$ cat config.mk
export PLATFORM = sky130hd
export DESIGN_NAME = cfmc_unit
export DESIGN_NICKNAME = d
export VERILOG_FILES = /design/src/rtl/cfmc_pkg.sv /design/src/rtl/cfmc_ctrl.sv /design/src/rtl/cfmc_datapath.sv /design/src/rtl/cfmc_unit.sv
export SDC_FILE = /design/constraint.sdc
export NUM_CORES = 1
export LEC_CHECK = 0
export BUFFER_PORTS_ARGS = -buffer_cell sky130_fd_sc_hd__buf_2
export CAP_MARGIN = 20
export CORE_UTILIZATION = 40
export DETAILED_ROUTE_END_ITERATION = 6
export PLACE_DENSITY_LB_ADDON = 0.3
export SLEW_MARGIN = 5
export SYNTH_ARGS = -nofsm -noshare
export SYNTH_HDL_FRONTEND = slang
export SYNTH_HIERARCHICAL = 1
export SYNTH_SLANG_ARGS = --single-unit
$ cat constraint.sdc
create_clock -name clk -period 0.8 [get_ports clk]
set_clock_uncertainty 0.05 [all_clocks]
set_input_delay 0.04 -clock clk [delete_from_list [all_inputs] [get_ports clk]]
set_output_delay 0.04 -clock clk [all_outputs]
set_load 0.05 [all_outputs]
$ cat src/rtl/cfmc_pkg.sv
package cfmc_pkg;
  localparam int FIELD_W   = 4;
  localparam int FIELD_CNT = 8;
  localparam int FIELD_IW  = $clog2(FIELD_CNT);
  localparam int CR_W      = FIELD_W * FIELD_CNT;
  localparam int POS_IW    = $clog2(FIELD_W);

  typedef enum logic [1:0] {
    VAR_CR2INT = 2'b00,
    VAR_INT2CR = 2'b01,
    VAR_CR2CR  = 2'b10,
    VAR_CR2BIT = 2'b11
  } variant_e;

  typedef struct packed {
    logic                act;
    variant_e            variant;
    logic                reduceOr;
    logic [FIELD_W-1:0]  maskV;
    logic [FIELD_W-1:0]  modeV;
    logic [FIELD_IW-1:0] srcField;
    logic [FIELD_IW-1:0] dstField;
    logic [POS_IW-1:0]   bitSel;
    logic                srcZero;
    logic [4:0]          regIdx;
  } cfmcStrobe_t;
endpackage

$ cat src/rtl/cfmc_ctrl.sv
module cfmc_ctrl
  import cfmc_pkg::*;
#(
  parameter logic [5:0] PRIMARY_OP = 6'd19,
  parameter logic [4:0] SUB_OP     = 5'b01011
) (
  input  logic [31:0] instrWord,
  output cfmcStrobe_t strobe
);
  logic opMatch;
  logic selA;
  logic selB;
  logic unusedRc;

  assign selA     = instrWord[20];
  assign selB     = instrWord[12];
  assign unusedRc = instrWord[0];
  assign opMatch  = (instrWord[31:26] == PRIMARY_OP) &&
                    (instrWord[10:6] == SUB_OP) &&
                    (instrWord[5] == 1'b0);

  always_comb begin
    strobe          = '0;
    strobe.act      = opMatch;
    strobe.variant  = variant_e'({selB, selA});
    strobe.reduceOr = instrWord[11];
    for (int i = 0; i < FIELD_W; i++) begin
      strobe.maskV[i] = instrWord[19-i];
      strobe.modeV[i] = instrWord[4-i];
    end
    strobe.srcField = instrWord[15:13];
    strobe.regIdx   = instrWord[25:21];
    strobe.srcZero  = (instrWord[25:21] == 5'd0);
    strobe.bitSel   = instrWord[25:24];
    unique case (strobe.variant)
      VAR_INT2CR: strobe.dstField = instrWord[15:13];
      VAR_CR2CR:  strobe.dstField = instrWord[25:23];
      VAR_CR2BIT: strobe.dstField = instrWord[23:21];
      default:    strobe.dstField = '0;
    endcase
  end
endmodule

$ cat src/rtl/cfmc_datapath.sv
module cfmc_datapath
  import cfmc_pkg::*;
#(
  parameter int XLEN = 64
) (
  input  logic             clk,
  input  logic             rstN,
  input  logic             issueValid,
  input  cfmcStrobe_t      strobe,
  input  logic [CR_W-1:0]  crIn,
  input  logic [XLEN-1:0]  srcVal,
  output logic             resValid,
  output logic             intWrEn,
  output logic [4:0]       intDestIdx,
  output logic [XLEN-1:0]  intResult,
  output logic             crWrEn,
  output logic [CR_W-1:0]  crOut
);
  logic [FIELD_W-1:0] srcNib;
  logic [FIELD_W-1:0] srcBits;
  logic [FIELD_W-1:0] terms;
  logic [FIELD_W-1:0] newField;
  logic               intLsb;
  logic               reduced;
  logic [CR_W-1:0]    crNext;
  logic [XLEN-1:1]    unusedSrc;

  assign unusedSrc = srcVal[XLEN-1:1];
  assign srcNib    = crIn[strobe.srcField*FIELD_W +: FIELD_W];
  assign intLsb    = strobe.srcZero ? 1'b0 : srcVal[0];

  for (genvar i = 0; i < FIELD_W; i++) begin : g_term
    assign srcBits[i]                = (strobe.variant == VAR_INT2CR) ? intLsb
                                                                      : srcNib[FIELD_W-1-i];
    assign terms[i]                  = strobe.maskV[i] & (strobe.modeV[i] ~^ srcBits[i]);
    assign newField[FIELD_W-1-i]     = terms[i];
  end

  assign reduced = strobe.reduceOr ? (|terms) : (&terms);

  for (genvar k = 0; k < FIELD_CNT; k++) begin : g_field
    logic [FIELD_W-1:0] oldNib;
    logic [FIELD_W-1:0] bitNib;
    logic               isTarget;
    assign oldNib   = crIn[k*FIELD_W +: FIELD_W];
    assign isTarget = (strobe.dstField == FIELD_IW'(k));
    always_comb begin
      bitNib = oldNib;
      bitNib[FIELD_W-1-int'(strobe.bitSel)] = reduced;
    end
    always_comb begin
      crNext[k*FIELD_W +: FIELD_W] = oldNib;
      if (isTarget) begin
        unique case (strobe.variant)
          VAR_INT2CR, VAR_CR2CR: crNext[k*FIELD_W +: FIELD_W] = newField;
          VAR_CR2BIT:            crNext[k*FIELD_W +: FIELD_W] = bitNib;
          default:               crNext[k*FIELD_W +: FIELD_W] = oldNib;
        endcase
      end
    end
  end

  always_ff @(posedge clk or negedge rstN) begin
    if (!rstN) begin
      resValid   <= 1'b0;
      intWrEn    <= 1'b0;
      crWrEn     <= 1'b0;
      intDestIdx <= '0;
      intResult  <= '0;
      crOut      <= '0;
    end else begin
      resValid   <= issueValid;
      intWrEn    <= issueValid & strobe.act & (strobe.variant == VAR_CR2INT);
      crWrEn     <= issueValid & strobe.act & (strobe.variant != VAR_CR2INT);
      intDestIdx <= strobe.regIdx;
      intResult  <= {{(XLEN-1){1'b0}}, reduced};
      crOut      <= crNext;
    end
  end
endmodule

$ cat src/rtl/cfmc_unit.sv
module cfmc_unit
  import cfmc_pkg::*;
#(
  parameter int         XLEN   = 64,
  parameter logic [4:0] SUB_OP = 5'b01011
) (
  input  logic            clk,
  input  logic            rstN,
  input  logic            issueValid,
  input  logic [31:0]     instrWord,
  input  logic [CR_W-1:0] crIn,
  input  logic [XLEN-1:0] srcVal,
  output logic [4:0]      srcRegIdx,
  output logic            resValid,
  output logic            intWrEn,
  output logic [4:0]      intDestIdx,
  output logic [XLEN-1:0] intResult,
  output logic            crWrEn,
  output logic [CR_W-1:0] crOut
);
  cfmcStrobe_t strobe;

  cfmc_ctrl #(.PRIMARY_OP(6'd19), .SUB_OP(SUB_OP)) u_ctrl (
    .instrWord(instrWord),
    .strobe   (strobe)
  );

  assign srcRegIdx = strobe.regIdx;

  cfmc_datapath #(.XLEN(XLEN)) u_dp (
    .clk       (clk),
    .rstN      (rstN),
    .issueValid(issueValid),
    .strobe    (strobe),
    .crIn      (crIn),
    .srcVal    (srcVal),
    .resValid  (resValid),
    .intWrEn   (intWrEn),
    .intDestIdx(intDestIdx),
    .intResult (intResult),
    .crWrEn    (crWrEn),
    .crOut     (crOut)
  );
endmodule

# Word level (Yosys, flattened, before mapping)

Index checks and enable logic that the tools add are counted.

Shifts and indexed selects: 1
Reductions and logical operators: 10
Muxes and demuxes: 33
Add/sub/neg operators: 1
Equality and inequality tests: 12
Order comparisons: 2
Bitwise operators: 12

Operators with widths:

| operator                                                           | count |
|---|---|
| case mux 4 bit (2 select lines)                                    | 8 |
| bitwise mux 4 bit                                                  | 8 |
| greater-or-equal comparator 32 x 1 -> 1 bit, second input constant | 1 |
| less-than comparator 32 x 4 -> 1 bit, second input constant        | 1 |
| two-way mux 4 bit                                                  | 8 |
| indexed part select 32 x 6 -> 4 bit                                | 1 |
| equality test 3 bit, second input constant                         | 4 |
| case mux 3 bit (3 select lines)                                    | 1 |
| bitwise AND 1 bit                                                  | 7 |
| two-way mux 1 bit                                                  | 7 |
| equality test 3 x 2 -> 1 bit, second input constant                | 2 |
| equality test 6 x 5 -> 1 bit, second input constant                | 1 |
| equality test 5 x 4 -> 1 bit, second input constant                | 1 |
| logical NOT 5 bit                                                  | 1 |
| equality test 2 bit, second input constant                         | 2 |
| AND reduction 4 bit                                                | 1 |
| OR reduction 4 bit                                                 | 1 |
| XNOR 1 bit                                                         | 4 |
| equality test 3 x 1 -> 1 bit, second input constant                | 1 |
| logical AND 1 bit                                                  | 3 |
| logical NOT 3 bit                                                  | 1 |
| subtractor 2 x 2 -> 3 bit, first input constant                    | 1 |
| demux 1 bit (select 2 bit)                                         | 1 |
| equality test 2 x 1 -> 1 bit, second input constant                | 1 |
| 4 further kinds                                                    | 4 |

Register bits: 41
Word-level logic and storage cells: 77

# Depth between registers and ports, before layout

Word-level depth: 10
Gate-level depth with buffers: 11
Gate-level depth less buffers: 9

# By module

The synthesis kept the hierarchy.

Modules (own cells, without submodules):

| module        | area each (um^2) | seq. area each (um^2) | times used | cells each |
|---|---|---|---|---|
| cfmc_datapath | 3116.7           | 1026.0                | 1          | 323 |
| cfmc_ctrl     | 282.8            | 0.0                   | 1          | 36 |

# Least setup slack after synthesis

Ideal clock, no wire load.

Path type: input-to-reg
Start point: in instrWord[23]
End point: reg u_dp.crOut[0]
Path buffers: 1
Required time: 654 ps
Cell stages on the path: 10
Data arrival time: 2242 ps
Setup slack: -1587 ps
Cells stage by stage: or4_1 > nor2_1 > nand3b_1 > nand3b_1 > o32ai_4 > nor3_4 > o31ai_4 > o211ai_4 > buf_6 > o31ai_1

RTL lines:

| item                 | line                | RTL |
|---|---|---|
| start, declared      | cfmc_unit.sv:10     | `input logic [31:0] instrWord,` |
| end signal, assigned | cfmc_datapath.sv:77 | `crOut <= crNext;` |
| end, declared        | cfmc_datapath.sv:17 | `output logic [CR_W-1:0] crOut` |

==> impl_metrics.prom <==
# TYPE chip_impl_metric gauge
chip_impl_metric{name="floorplan.rows",unit=""} 33
chip_impl_metric{name="layout-area-overhead-vs-synth",unit="%"} 41.7
chip_impl_metric{name="register_area",unit="um2"} 1030
chip_impl_metric{name="die_height",unit="um"} 94.2
chip_impl_metric{name="drt_iter0_drc",unit=""} 240
chip_impl_metric{name="final_estimated_routing_congestion_in_global_placement",unit=""} 0.905
chip_impl_metric{name="setup-violations-final",unit=""} 76
chip_impl_metric{name="drive_above_1_share",unit=""} 0.467
chip_impl_metric{name="hold_worst_slack",unit="ns"} -0.0550
chip_impl_info{name="tritoncts",value="yes"} 1
chip_impl_metric{name="postSynthAreaPerCell",unit="um2"} 9.47
chip_impl_metric{name="routed_wire_length",unit="um"} 9910
chip_impl_metric{name="post_cts_hold_buffer_count",unit=""} 13
chip_impl_metric{name="vias",unit=""} 3144
chip_impl_metric{name="final_antenna_net_count",unit=""} 0
chip_impl_metric{name="num_antenna_cells",unit=""} 0
chip_impl_info{name="endpoint_kind",value="flip-flop"} 1
chip_impl_info{name="outcome",value="complete, but fails checks"} 1
chip_impl_metric{name="worstPathArrival",unit="ns"} 2.44
chip_impl_metric{name="floorplan.die.width",unit="um"} 94.2
chip_impl_info{name="postSynth.topFlopCell",value="sky130_fd_sc_hd__dfrtp_1"} 1
chip_impl_metric{name="initial_antenna_violation_count",unit=""} 0
chip_impl_info{name="path_class",value="in -> reg"} 1
chip_impl_metric{name="grt.total_usage",unit=""} 0.219
chip_impl_metric{name="yosys_register_bits",unit=""} 41
chip_impl_info{name="layout_common_cells",value="68 x sky130_fd_sc_hd__buf_2, 64 x sky130_fd_sc_hd__buf_4, 63 x sky130_fd_sc_hd__conb_1"} 1
chip_impl_metric{name="final.fill_count",unit=""} 737
chip_impl_metric{name="report.final.slew_viol_count",unit=""} 0
chip_impl_metric{name="cts_buffers",unit=""} 5
chip_impl_info{name="setup.worst_path.start_class",value="input port"} 1
chip_impl_metric{name="synth_cells",unit=""} 359
chip_impl_metric{name="grt_first_pass_wirelength",unit="um"} 14600
chip_impl_metric{name="worst-path-max-fanout",unit=""} 16
chip_impl_metric{name="place.port_buffers",unit=""} 112
chip_impl_metric{name="max_clock_freq",unit="MHz"} 435
chip_impl_metric{name="slowest_delay",unit="ns"} 0.54
chip_impl_metric{name="coreArea",unit="um2"} 8220
chip_impl_info{name="hold_path_class",value="in -> reg"} 1
chip_impl_metric{name="grt_remaining_overflow",unit=""} 0
chip_impl_metric{name="multi_input_area",unit="um2"} 1990
chip_impl_metric{name="vias_per_cell",unit=""} 5.01
chip_impl_info{name="unrepaired_setup_endpoints_after_global_routing",value="true"} 1
chip_impl_info{name="violations",value="negative hold slack, negative setup slack"} 1
chip_impl_metric{name="power_per_cell_area",unit="nW/um2"} 1460
chip_impl_metric{name="die_outline_area",unit="um2"} 8870
chip_impl_metric{name="finish.utilization",unit=""} 0.586
chip_impl_metric{name="cts_max_path_buffers",unit=""} 2
chip_impl_info{name="critical_path_cell_by_cell",value="buf_6 > or4_4 > nor2_4 > nand3b_1 > nand3b_1 > o32ai_2 > nor2_4 > o31ai_4 > o211ai_4 > buf_12 > o31ai_1"} 1
chip_impl_metric{name="synth-edff-count",unit=""} 0
chip_impl_metric{name="max_cap_violations",unit=""} 0
chip_impl_metric{name="netlist_area",unit="um2"} 3400
chip_impl_metric{name="io_pins",unit=""} 240
chip_impl_metric{name="cts.clk_slew.worst_paths",unit="ns"} 0.08
chip_impl_metric{name="fin_crit_sh",unit=""} 2.87
chip_impl_metric{name="hold_viol",unit=""} 10
chip_impl_metric{name="post-route-worst-setup-slack",unit="ns"} -1.50
chip_impl_info{name="critPathSlowestCell",value="sky130_fd_sc_hd__or4_4"} 1
chip_impl_metric{name="detail_route.wl_per_cell",unit="um"} 15.8
chip_impl_metric{name="ir_drop",unit="mV"} 0.625
chip_impl_metric{name="power.leakage",unit="nW"} 2.21
chip_impl_metric{name="drtPass1Iterations",unit=""} 5
chip_impl_info{name="critical_path.top_delay_family",value="simple AND/OR/NAND/NOR gates"} 1
chip_impl_metric{name="timing.critical_path.required",unit="ns"} 0.94
chip_impl_metric{name="synth_seq_area_share",unit=""} 0.302
chip_impl_metric{name="net_total_in_the_final_layout",unit=""} 656
chip_impl_info{name="ctsRootBufferMaster",value="sky130_fd_sc_hd__clkbuf_8"} 1
chip_impl_metric{name="initial_core_util",unit=""} 0.414
chip_impl_metric{name="cts_htree_levels",unit=""} 2
chip_impl_metric{name="clkSinkCount",unit=""} 41
chip_impl_metric{name="worstPathBufferInverterCount",unit=""} 2
chip_impl_metric{name="final_period_minus_worst_setup_slack",unit="ns"} 2.30
chip_impl_metric{name="asyncSetResetFlopFracSynth",unit=""} 1.00
chip_impl_metric{name="grt_start_max_net_pins",unit=""} 37
chip_impl_metric{name="yosysUniqueCellTypes",unit=""} 55
chip_impl_metric{name="via_count_of_the_first_global_routing_pass",unit=""} 2938
chip_impl_metric{name="remaining_drc_errors",unit=""} 0
chip_impl_info{name="final_common_cell",value="sky130_fd_sc_hd__buf_2"} 1
chip_impl_metric{name="sum_of_net_half_perimeters_after_detailed_placement",unit="um"} 7570
chip_impl_metric{name="synth-warning-count",unit=""} 6
## path summary, 6_finish.rpt
check                               from            endpoint  slack (ns)  cells past startpoint
max in group asynchronous           rstN      u_dp/crOut[28]        0.16                      3
min in group asynchronous           rstN  u_dp/intDestIdx[0]        0.12                      2
hold / removal                   crIn[9]       u_dp/crOut[9]       -0.06                      3
setup / recovery           instrWord[23]      u_dp/crOut[13]       -1.50                     11
## final cells by class
cell class | count | area share
multi-input combinational | 276 | 0.414
timing repair buffer | 195 | 0.326
sequential | 41 | 0.213
tap | 105 | 0.0273
clock buffer | 6 | 0.0151
inverter | 3 | 0.00234
clock inverter | 2 | 0.00208
## sequential cells by signal (all words and copies together) (netlist names)
name	cells
u_dp/intWrEn	1
u_dp/crOut	32
u_dp/resValid	1
u_dp/intDestIdx	5
u_dp/crWrEn	1
u_dp/intResult	1
## repair_timing
item | in CTS | in global routing
setup buffers | 2 | 1
gates resized for setup | 91 | 23
pin swaps | 3 | 12
endpoints found under the setup margin | 76 | 76
endpoints found under the hold margin | 68 | 11
gates cloned | 0 | 1
## report_power, final
group / total [W] / switching (W) / internal (W)
clock: 0.00129 / 0.000684 / 0.000605
sequential: 0.00229 / 0.0000727 / 0.00222
combinational: 0.00346 / 0.00227 / 0.00119
## logic make-up after synthesis
kind of cell,after synthesis,share of synthesized area
AO/OA/AOI/OAI,90,0.233
other,1,0.00110
AND/OR/NAND/NOR,102,0.151
buffers and inverters,104,0.233
XOR/XNOR,1,0.00258
adder cells (fa/ha/maj),3,0.0110
multiplexers,17,0.0655
flip-flops,41,0.302
## cell usage after synthesis, types with 3 or more instances
cell                        instances  area share
sky130_fd_sc_hd__nand2b_1           5      0.0092
sky130_fd_sc_hd__o31ai_2           10       0.037
sky130_fd_sc_hd__and2b_1            3      0.0066
sky130_fd_sc_hd__mux4_2             4       0.027
sky130_fd_sc_hd__o21ai_0            8       0.012
sky130_fd_sc_hd__mux2i_1           11       0.032
sky130_fd_sc_hd__nor3_1             4      0.0059
sky130_fd_sc_hd__ha_1               3       0.011
sky130_fd_sc_hd__nand3b_1           4      0.0088
sky130_fd_sc_hd__a2bb2oi_1          7       0.018
sky130_fd_sc_hd__o31ai_1           21       0.046
sky130_fd_sc_hd__inv_1              3      0.0033
sky130_fd_sc_hd__dfrtp_1           41        0.30
sky130_fd_sc_hd__buf_6              9       0.030
sky130_fd_sc_hd__nand2_1           48       0.053
sky130_fd_sc_hd__o21a_2             8       0.021
sky130_fd_sc_hd__a21oi_1           10       0.015
sky130_fd_sc_hd__clkbuf_1           4      0.0044
sky130_fd_sc_hd__nor2_1            19       0.021
sky130_fd_sc_hd__buf_4             85        0.19
sky130_fd_sc_hd__a32oi_1            8       0.021
## layer usage
layer  vias up  track usage  share of wire
li1       1466            -              -
met1      1478        0.278           0.40
met2       185        0.379           0.50
met3        15       0.0413          0.089
met4         0       0.0551          0.016
met5         -            0              0
## metrics by stage
| step | cells | setup WS, ns | area (um2) | TNS [ns] | power [W] |
|---|---|---|---|---|---|
| 4_1_cts | 626 | -1.41 | 4630 | -50.03 | 0.00694 |
| 6_report | 628 | -1.50 | 4820 | -51.77 | 0.00704 |
| 3_5_place_dp | 604 | -1.75 | 4110 | -56.64 | 0.00535 |
| 2_1_floorplan | 421 | -1.57 | 3630 | -51.53 | 0.00474 |
| 3_3_place_gp | 604 | -1.64 | 4110 | -53.93 | 0.00533 |
| 5_1_grt | 628 | -1.64 | 4820 | -57.07 | 0.00738 |
Note: power is estimated with default switching activity, not from simulation.
